**src/rtl/gcr_frame_pkg.sv**
```systemverilog
package gcr_frame_pkg;
  localparam int NIB_W = 4;
  localparam int SYM_W = 5;

  function automatic logic [SYM_W-1:0] gcr_enc(input logic [NIB_W-1:0] n);
    logic [SYM_W-1:0] c;
    case (n)
      4'h0: c = 5'h0A;
      4'h1: c = 5'h0B;
      4'h2: c = 5'h12;
      4'h3: c = 5'h13;
      4'h4: c = 5'h0E;
      4'h5: c = 5'h0F;
      4'h6: c = 5'h16;
      4'h7: c = 5'h17;
      4'h8: c = 5'h09;
      4'h9: c = 5'h19;
      4'hA: c = 5'h1A;
      4'hB: c = 5'h1B;
      4'hC: c = 5'h0D;
      4'hD: c = 5'h1D;
      4'hE: c = 5'h1E;
      default: c = 5'h15;
    endcase
    return c;
  endfunction

  // returns {legal, nibble}
  function automatic logic [NIB_W:0] gcr_dec(input logic [SYM_W-1:0] c);
    logic [NIB_W:0] r;
    case (c)
      5'h0A: r = 5'h10;
      5'h0B: r = 5'h11;
      5'h12: r = 5'h12;
      5'h13: r = 5'h13;
      5'h0E: r = 5'h14;
      5'h0F: r = 5'h15;
      5'h16: r = 5'h16;
      5'h17: r = 5'h17;
      5'h09: r = 5'h18;
      5'h19: r = 5'h19;
      5'h1A: r = 5'h1A;
      5'h1B: r = 5'h1B;
      5'h0D: r = 5'h1C;
      5'h1D: r = 5'h1D;
      5'h1E: r = 5'h1E;
      5'h15: r = 5'h1F;
      default: r = 5'h00;
    endcase
    return r;
  endfunction
endpackage

```
**src/rtl/gcr_read_framer.sv**
```systemverilog
module gcr_read_framer #(
  parameter int WORD_W  = 10,
  parameter int CNT_MOD = 10,
  localparam int CNT_W  = $clog2(CNT_MOD)
) (
  input  logic              clk,
  input  logic              rst_n,
  input  logic              sample_i,
  input  logic              bit_i,
  input  logic              rd_i,
  output logic [WORD_W-1:0] win_nxt_o,
  output logic              sync_now_o,
  output logic              sync_n_o,
  output logic [CNT_W-1:0]  cnt_o
);
  localparam logic [CNT_W-1:0] CNT_LAST = CNT_W'(CNT_MOD - 1);

  logic [WORD_W-1:0] win_q;
  logic [CNT_W-1:0]  cnt_q;
  logic              sync_n_q;

  assign win_nxt_o  = sample_i ? {win_q[WORD_W-2:0], bit_i} : win_q;
  assign sync_now_o = rd_i && (win_nxt_o == {WORD_W{1'b1}});

  always_ff @(posedge clk) begin
    if (!rst_n) begin
      win_q    <= '0;
      cnt_q    <= '0;
      sync_n_q <= 1'b1;
    end else begin
      win_q    <= win_nxt_o;
      sync_n_q <= ~sync_now_o;
      if (sync_now_o)
        cnt_q <= '0;
      else if (sample_i && sync_n_q)
        cnt_q <= (cnt_q == CNT_LAST) ? '0 : cnt_q + 1'b1;
    end
  end

  assign sync_n_o = sync_n_q;
  assign cnt_o    = cnt_q;
endmodule

```
**src/rtl/gcr_code_rom.sv**
```systemverilog
module gcr_code_rom
  import gcr_frame_pkg::*;
#(
  parameter int NSYM = 2,
  localparam int WORD_W = NSYM * SYM_W,
  localparam int DATA_W = NSYM * NIB_W,
  localparam int IDX_W  = WORD_W + 1,
  localparam int TBL_W  = WORD_W + 4
) (
  input  logic [IDX_W-1:0] idx_i,
  output logic [TBL_W-1:0] word_o
);
  logic              rd_sel;
  logic              mode_bit;
  logic [DATA_W-1:0] wdata;
  logic [DATA_W-1:0] rd_nib;
  logic [NSYM-1:0]   rd_ok;
  logic [WORD_W-1:0] enc_word;

  assign rd_sel   = idx_i[IDX_W-1];
  assign mode_bit = idx_i[NIB_W];
  assign wdata    = {idx_i[DATA_W:NIB_W+1], idx_i[NIB_W-1:0]};

  for (genvar g = 0; g < NSYM; g++) begin : g_sym
    logic [NIB_W:0] dec;
    assign dec = gcr_dec(idx_i[g*SYM_W +: SYM_W]);
    assign rd_nib[g*NIB_W +: NIB_W]     = dec[NIB_W-1:0];
    assign rd_ok[g]                     = dec[NIB_W];
    assign enc_word[g*SYM_W +: SYM_W]   = gcr_enc(wdata[g*NIB_W +: NIB_W]);
  end

  always_comb begin
    if (rd_sel)
      word_o = {{(WORD_W-DATA_W){1'b0}}, rd_nib, &rd_ok, 3'b000};
    else if (mode_bit)
      word_o = {enc_word, 1'b1, 3'b000};
    else
      word_o = {{WORD_W{1'b1}}, 1'b1, 3'b000};
  end
endmodule

```
**src/rtl/gcr_write_shifter.sv**
```systemverilog
module gcr_write_shifter #(
  parameter int WORD_W = 10
) (
  input  logic              clk,
  input  logic              rst_n,
  input  logic              load_i,
  input  logic              shift_i,
  input  logic              sample_i,
  input  logic              rd_i,
  input  logic [WORD_W-1:0] word_i,
  output logic              wr_bit_o
);
  logic [WORD_W-1:0] sr_q;
  logic              wbit_q;

  always_ff @(posedge clk) begin
    if (!rst_n) begin
      sr_q   <= '0;
      wbit_q <= 1'b0;
    end else begin
      if (load_i)
        sr_q <= word_i;
      else if (shift_i)
        sr_q <= {sr_q[WORD_W-2:0], 1'b0};
      if (rd_i)
        wbit_q <= 1'b0;
      else if (sample_i)
        wbit_q <= sr_q[WORD_W-1];
    end
  end

  assign wr_bit_o = wbit_q;
endmodule

```
**src/rtl/gcr_frame_path.sv**
```systemverilog
module gcr_frame_path
  import gcr_frame_pkg::*;
#(
  parameter int NSYM    = 2,
  parameter int CNT_MOD = 10,
  localparam int WORD_W = NSYM * SYM_W,
  localparam int DATA_W = NSYM * NIB_W,
  localparam int IDX_W  = WORD_W + 1,
  localparam int TBL_W  = WORD_W + 4,
  localparam int CNT_W  = $clog2(CNT_MOD)
) (
  input  logic              clk,
  input  logic              rst_n,
  input  logic              sample_i,
  input  logic              shift_i,
  input  logic              bit_i,
  input  logic              rd_mode_i,
  input  logic              mode_i,
  input  logic [DATA_W-1:0] data_i,
  output logic              sync_n_o,
  output logic              ready_n_o,
  output logic              error_n_o,
  output logic [TBL_W-1:0]  lut_o,
  output logic              wr_bit_o
);
  localparam int PAD_W = IDX_W - DATA_W - 2;

  logic [WORD_W-1:0] win_nxt;
  logic              sync_now;
  logic [CNT_W-1:0]  cnt_w;
  logic [IDX_W-1:0]  idx;
  logic [TBL_W-1:0]  tbl_nxt;
  logic              load_now;
  logic              ready_n_q;
  logic              error_n_q;
  logic [TBL_W-1:0]  lut_q;

  gcr_read_framer #(.WORD_W(WORD_W), .CNT_MOD(CNT_MOD)) u_framer (
    .clk       (clk),
    .rst_n     (rst_n),
    .sample_i  (sample_i),
    .bit_i     (bit_i),
    .rd_i      (rd_mode_i),
    .win_nxt_o (win_nxt),
    .sync_now_o(sync_now),
    .sync_n_o  (sync_n_o),
    .cnt_o     (cnt_w)
  );

  always_comb begin
    if (rd_mode_i)
      idx = {1'b1, win_nxt};
    else
      idx = {1'b0, {PAD_W{1'b0}}, data_i[DATA_W-1:NIB_W], mode_i, data_i[NIB_W-1:0]};
  end

  gcr_code_rom #(.NSYM(NSYM)) u_rom (
    .idx_i (idx),
    .word_o(tbl_nxt)
  );

  assign load_now = shift_i && (cnt_w == CNT_W'(CNT_MOD - 1));

  gcr_write_shifter #(.WORD_W(WORD_W)) u_wr (
    .clk     (clk),
    .rst_n   (rst_n),
    .load_i  (load_now),
    .shift_i (shift_i),
    .sample_i(sample_i),
    .rd_i    (rd_mode_i),
    .word_i  (tbl_nxt[TBL_W-1:4]),
    .wr_bit_o(wr_bit_o)
  );

  always_ff @(posedge clk) begin
    if (!rst_n) begin
      ready_n_q <= 1'b1;
      error_n_q <= 1'b1;
      lut_q     <= '0;
    end else begin
      ready_n_q <= ~load_now;
      error_n_q <= ~(~tbl_nxt[3] & ~load_now);
      lut_q     <= tbl_nxt;
    end
  end

  assign ready_n_o = ready_n_q;
  assign error_n_o = error_n_q;
  assign lut_o     = lut_q;
endmodule

```
**config.mk**
```make
export PLATFORM = sky130hd
export DESIGN_NAME = gcr_frame_path
export DESIGN_NICKNAME = d
export VERILOG_FILES = /design/src/rtl/gcr_frame_pkg.sv /design/src/rtl/gcr_read_framer.sv /design/src/rtl/gcr_code_rom.sv /design/src/rtl/gcr_write_shifter.sv /design/src/rtl/gcr_frame_path.sv
export SDC_FILE = /design/constraint.sdc
export NUM_CORES = 1
export LEC_CHECK = 0
export CAP_MARGIN = 0
export CORE_ASPECT_RATIO = 0.8
export CORE_UTILIZATION = 60
export CTS_CLUSTER_DIAMETER = 120
export DETAILED_ROUTE_END_ITERATION = 6
export DONT_BUFFER_PORTS = 1
export PLACE_DENSITY = 0.76
export SLEW_MARGIN = 20
export SYNTH_ARGS = -nofsm -noshare
export SYNTH_HDL_FRONTEND = slang
export SYNTH_SLANG_ARGS = --single-unit
```
**constraint.sdc**
```tcl
create_clock -name clk -period 3.95 [get_ports clk]
set_clock_uncertainty 0.15 [all_clocks]
set_input_delay 0.1975 -clock clk [delete_from_list [all_inputs] [get_ports clk]]
set_output_delay 0.1975 -clock clk [all_outputs]
set_load 0.05 [all_outputs]
```
### After elaboration in Yosys (flattened, before gate mapping)

Memories as Yosys holds them, arrays and structs flattened.
Cells that the tools add are included.

* bitwise logic cells: 6
* add/subtract/negate cells: 1
* multiplexer cells: 7
* reductions and logical operators: 8
* eq/ne operators: 2

Operators with widths (count)
* 10-bit two-way mux: 3
* 14-bit two-way mux: 2
* 11-bit two-way mux: 1
* 10-bit == test, second input constant: 1
* 2-bit OR reduction: 3
* 1-bit inverter: 5
* 4-bit by 1-bit adder with 4-bit output, second input constant: 1
* 4-bit == test, second input constant: 1
* 4-bit two-way mux: 1
* 1-bit logical AND: 3
* 2-bit AND reduction: 1
* 2-bit nonzero test: 1
* 1-bit AND: 1

* memories: 4
* memory bits (read-only): 480
* register bits: 42

Memories
* (no name shown): words 32, width 5, read ports 1, clocked after Yosys merged registers in 0, write ports 0, RTL line gcr_frame_pkg.sv:31 `case (c)`
* (no name shown): words 32, width 5, read ports 1, clocked after Yosys merged registers in 0, write ports 0, RTL line gcr_frame_pkg.sv:31
* (no name shown): words 16, width 5, read ports 1, clocked after Yosys merged registers in 0, write ports 0, RTL line gcr_frame_pkg.sv:7 `case (n)`
* (no name shown): words 16, width 5, read ports 1, clocked after Yosys merged registers in 0, write ports 0, RTL line gcr_frame_pkg.sv:7

### Depth between registers and ports, before layout

An unclocked memory read counts as a cell.

* depth after elaboration: 8
* mapped depth: 14
* mapped depth without buffers: 10

### Cells and area by module

Synthesis repeated with hierarchy kept, for this count alone.

* cells, all modules: 263
* area, all modules: 2501.1 um^2

By module, submodules not included
* gcr_code_rom: cells an instance 107, times used 1, area an instance 726.9 um^2, seq. area each 0.0 um^2
* gcr_read_framer: cells an instance 62, times used 1, area an instance 671.9 um^2, seq. area each 300.3 um^2
* gcr_frame_path: cells an instance 47, times used 1, area an instance 571.8 um^2, seq. area each 320.3 um^2
* gcr_write_shifter: cells an instance 47, times used 1, area an instance 530.5 um^2, seq. area each 220.2 um^2

### Worst setup path before layout

Ideal clock, no wire load.

* path kind: input to register
* start point: input port rd_mode_i
* end point: register u_wr.sr_q[2]
* library setup time: 0.079 ns
* slack: 1.086 ns
* stages on the path: 11
* buffers on the path: 4
* arrival time: 2.635 ns
* cells stage by stage: buf_2 buf_1 buf_2 buf_1 nor2_1 a21o_1 ha_1 inv_1 or4b_1 a31o_1 o221ai_2

* longest elaborated chain between the ends: 5
* elaborated cells on any way between the ends: 6

RTL lines
* start: declaration: RTL line gcr_frame_path.sv:17 `input logic rd_mode_i,`
* 11-bit two-way mux (*): RTL line gcr_frame_path.sv:51 `if (rd_mode_i)`
* memory read 16 x 5 bit
* 14-bit two-way mux: RTL line gcr_code_rom.sv:35 `else if (mode_bit)`
* 14-bit two-way mux (*): RTL line gcr_code_rom.sv:33 `if (rd_sel)`
* 10-bit two-way mux (*): RTL line gcr_write_shifter.sv:21 `if (load_i)`
* end signal: assignment: RTL line gcr_write_shifter.sv:22 `sr_q <= word_i;`
* end signal: assignment: RTL line gcr_write_shifter.sv:24 `sr_q <= {sr_q[WORD_W-2:0], 1'b0};`
* end: declaration: RTL line gcr_write_shifter.sv:13 `logic [WORD_W-1:0] sr_q;`

Every way passes the cells marked *; elsewhere a longest branch is shown, timed or not.
A chain may end at the register's enable or synchronous reset.

### Final worst setup path

* start point: register u_framer.win_q[1]
* end point: register error_n_q (netlist: error_n_o)

* longest elaborated chain between the ends: 8

RTL lines
* start: declaration: RTL line gcr_read_framer.sv:18 `logic [WORD_W-1:0] win_q;`
* start signal: assignment: RTL line gcr_read_framer.sv:31 `win_q <= win_nxt_o;`
* 10-bit two-way mux: RTL line gcr_read_framer.sv:22 `assign win_nxt_o = sample_i ? {win_q[WORD_W-2:0], bit_i} : win_q;`
* 11-bit two-way mux: RTL line gcr_frame_path.sv:51
* memory read 32 x 5 bit
* 2-bit AND reduction: RTL line gcr_code_rom.sv:34 `word_o = {{(WORD_W-DATA_W){1'b0}}, rd_nib, &rd_ok, 3'b000};`
* 14-bit two-way mux: RTL line gcr_code_rom.sv:33
* 1-bit inverter: RTL line gcr_frame_path.sv:82 `error_n_q <= ~(~tbl_nxt[3] & ~load_now);`
* 1-bit AND: RTL line gcr_frame_path.sv:82
* 1-bit inverter: RTL line gcr_frame_path.sv:82
* end signal: assignment: RTL line gcr_frame_path.sv:82
* end: declaration: RTL line gcr_frame_path.sv:35 `logic error_n_q;`

No other way between the ends.

==> flow_summary_export.csv <==
group,metric,value,unit
detailed_routing,post_drt_via_cell_ratio,6.153,
synth,syn_avg_cell_area,7.767,sq um
synth,yosys.area.top_type_share,33.17,%
timing,final.period_utilization,86.06,%
worst_setup_path,critPathMaxFanout,8,
global_routing,track_usage,30.26,%
hold_path,hp-start,"sample_i",
worst_setup_path,critical-path-slowest-cell,"dlygate4sd3_1",
placed_design,dpl.hpwl,3.932,mm
timing,drv_slew,0,
worst_setup_path,path_buf_inv,2,
timing,setup_viol,0,
detailed_routing,drt_iter0_drc,193,
status,status,"finished, final reports clean",
floorplan,die_h,58.02,um
clock_tree,numClockSinks,39,
floorplan,fp-row-count,19,
floorplan,fp.coreArea,3590,sq um
run,drv_cap,0,
synth,syn-cell-area,2354,sq um
pwr,power.density,388.5,nW/um^2
pwr,design_power_total,983.3,uW
synth,ys_seq_area_share,33.17,%
worst_setup_path,start_kind,"flop",
detailed_routing,num_vias,2166,
timing,period_needed,3.399,ns
timing,slew_headroom,54.13,%
synth,synth_common_cells,"dfxtp_1 (39), nor2_1 (39), nand2_1 (27)",
worst_setup_path,reg2reg_from,"u_framer.win_q[1]",
timing,setup-tns-final,0,ns
detailed_routing,first_pass_iters,4,
worst_setup_path,crit_type,"reg -> reg",
floorplan,start_util,65.56,%
synth,yosysTopAreaCell,"dfxtp_1",
synth,synth_cells,303,
worst_setup_path,slowest_delay,0.55,ns
worst_setup_path,path_delay_family,"compound AO/OA/AOI/OAI gates",
timing,fmax,0.2942,GHz
floorplan,die_area,4179,sq um
placed_design,port-buffer-count,0,
worst_setup_path,crit_chain,"mux2i_1 > a21oi_1 > inv_1 > ha_1 > and2_1 > o311ai_0 > a21oi_1 > o211ai_1 > o211ai_1 > nand4_1 > dlygate4sd3_1",
detailed_routing,wl_per_cell,16.47,um
cells_and_area,antenna_cells,0,
clock_tree,cts_root_buffer,"clkbuf_8",
cells_and_area,finalNetCount,325,
worst_setup_path,crit_arrival,3.49,ns
timing,whs,0.004895,ns
timing,rsz0062_at_grt,"no",
synth,ys_types,45,
synth,synthTopCellsByArea,"dfxtp_1 (33%), mux2i_1 (8.1%), nor2_1 (6.2%), ha_1 (5.8%), o21ai_0 (4.9%)",
synth,synth-edff-count,0,
clock_tree,cts_tree,"built",
clock_tree,cts.clk_slew.worst_paths,0.08,ns
cells_and_area,nFillCells,304,
detailed_routing,ant_nets,0,
clock_tree,h-tree-depth,2,
cells_and_area,syn2layout_area_growth,7.549,%
global_routing,grt-ovfl-total,0,
synth,async_reset_ff_share,0,%
worst_setup_path,crit_start,"u_framer.win_q[1]",
floorplan,io_pins,33,
floorplan,die_w,72.02,um
global_routing,antenna_found_initial,0,
cells_and_area,layout-drive-gt1-share,3.667,%
global_routing,grt_pass1_wl,9.639,mm
timing,worst_slew_pin_slew,0.6880,ns
synth,yosys_warnings,0,
detailed_routing,drc_errors,0,
clock_tree,cts.path.max_buffers,2,
synth,synth-main-ff-cell,"dfxtp_1",
pwr,leakage,0.001075,uW
hold_path,min_path_type,"in -> reg",
clock_tree,cts_buffers,5,
synth,synth.ff_latch_count,39,
global_routing,grt_pass1_vias,1951,
placed_design,gp_congestion,0.9033,
pwr,ir_drop,315.6,uV
clock_tree,clock_latency,0.30,ns
worst_setup_path,end_kind,"flop",
worst_setup_path,required,4.04,ns
timing,finalHoldViolCount,0,
detailed_routing,drt_wl_total,5.799,mm
global_routing,grt_max_degree,35,
path summary, 6_finish.rpt:
kind	end	slack, ns	cells past startpoint
setup / recovery	error_n_o	0.55	11
hold / removal	u_framer.win_q[4]	0.005	2
setup reg to reg	error_n_o	0.55	11
hold reg to reg	u_wr.sr_q[0]	0.33	2
through the flow:
| step | setup WS [ns] | cells | cell area [sq um] | util (%) |
|---|---|---|---|---|
| after floorplan | 1.086 | 305 | 2361 | - |
| after global placement | 1.290 | 337 | 2326 | 64.80 |
| after detailed placement | 1.194 | 337 | 2326 | 64.80 |
| after CTS | 0.2626 | 352 | 2529 | 70.44 |
| after global routing | 0.2685 | 352 | 2531 | 70.51 |
| final | 0.5505 | 352 | 2531 | 70.51 |
cell type report:
class	instances	area (sq um)	area share, %
inverter	17	63.81	2.521
sequential	39	780.7	30.85
clock inverter	2	60.06	2.373
clock buffer	6	72.57	2.867
tap	52	65.06	2.570
timing repair buffer	7	72.57	2.867
multi-input combinational	229	1416	55.96
metal layers:
metal  global-route usage [%]  share of wire (%)
met5                        0                  0
met4                    9.244                1.6
met3                    4.696                7.2
met2                    48.65                 45
met1                    42.16                 46
report_power, final:
part	internal (uW)	switching [uW]
clock	253	148
combinational	52.8	81.8
sequential	409	39.4
total	715	269
sequential cells by signal (all words and copies together) (netlist names):
| name | flops |
|---|---|
| error_n_o | 1 |
| lut_o | 11 |
| ready_n_o | 1 |
| u_framer.cnt_o | 4 |
| u_framer.sync_n_o | 1 |
| u_framer.win_q | 10 |
| u_wr.sr_q | 10 |
| u_wr.wr_bit_o | 1 |
what timing repair did:
action	4_1_cts	5_1_grt
hold buffers	7	0
buffers inserted	0	0
endpoints found under the setup margin	0	1
hold endpoints to repair	30	0
gates resized for setup	0	1
placed cells by master, fill, tap and decap left out, types with 3 or more instances in the layout:
cell type and count:
a31oi_1 5, nand3_1 12, and3b_1 3, a21oi_1 22, mux2i_1 19, and3_1 3
nand3b_1 3, nand4_1 4, dfxtp_1 39, o211ai_1 4, a21o_1 6, nor3b_1 3
o21ai_0 23, ha_1 11, a211oi_1 5, inv_1 17, nor2b_1 3, conb_1 3
nor3_1 6, nor2_1 39, dlygate4sd3_1 6, clkbuf_8 5, nand2_1 27
worst register-to-register path, cell delays in order (launching register included):
cell and delay (ns):
dfxtp_1 0.48, mux2i_1 0.17, a21oi_1 0.41, inv_1 0.13, ha_1 0.27, and2_1 0.17
o311ai_0 0.39, a21oi_1 0.14, o211ai_1 0.25, o211ai_1 0.13, nand4_1 0.10, dlygate4sd3_1 0.55
cell families (layout without fill, tap and decap cells):
logic type	count (synthesis)	count (layout)	share of synthesized area (%)
xor+xnor	3	3	1.117
buf+inv	37	32	6.964
other cells	1	3	0.1593
fa+ha+maj	11	11	5.848
flops	39	39	33.17
compound gates	80	80	21.37
simple gates	111	111	22.33
mux	21	21	9.038
Note: power is estimated with default switching activity, not from simulation.
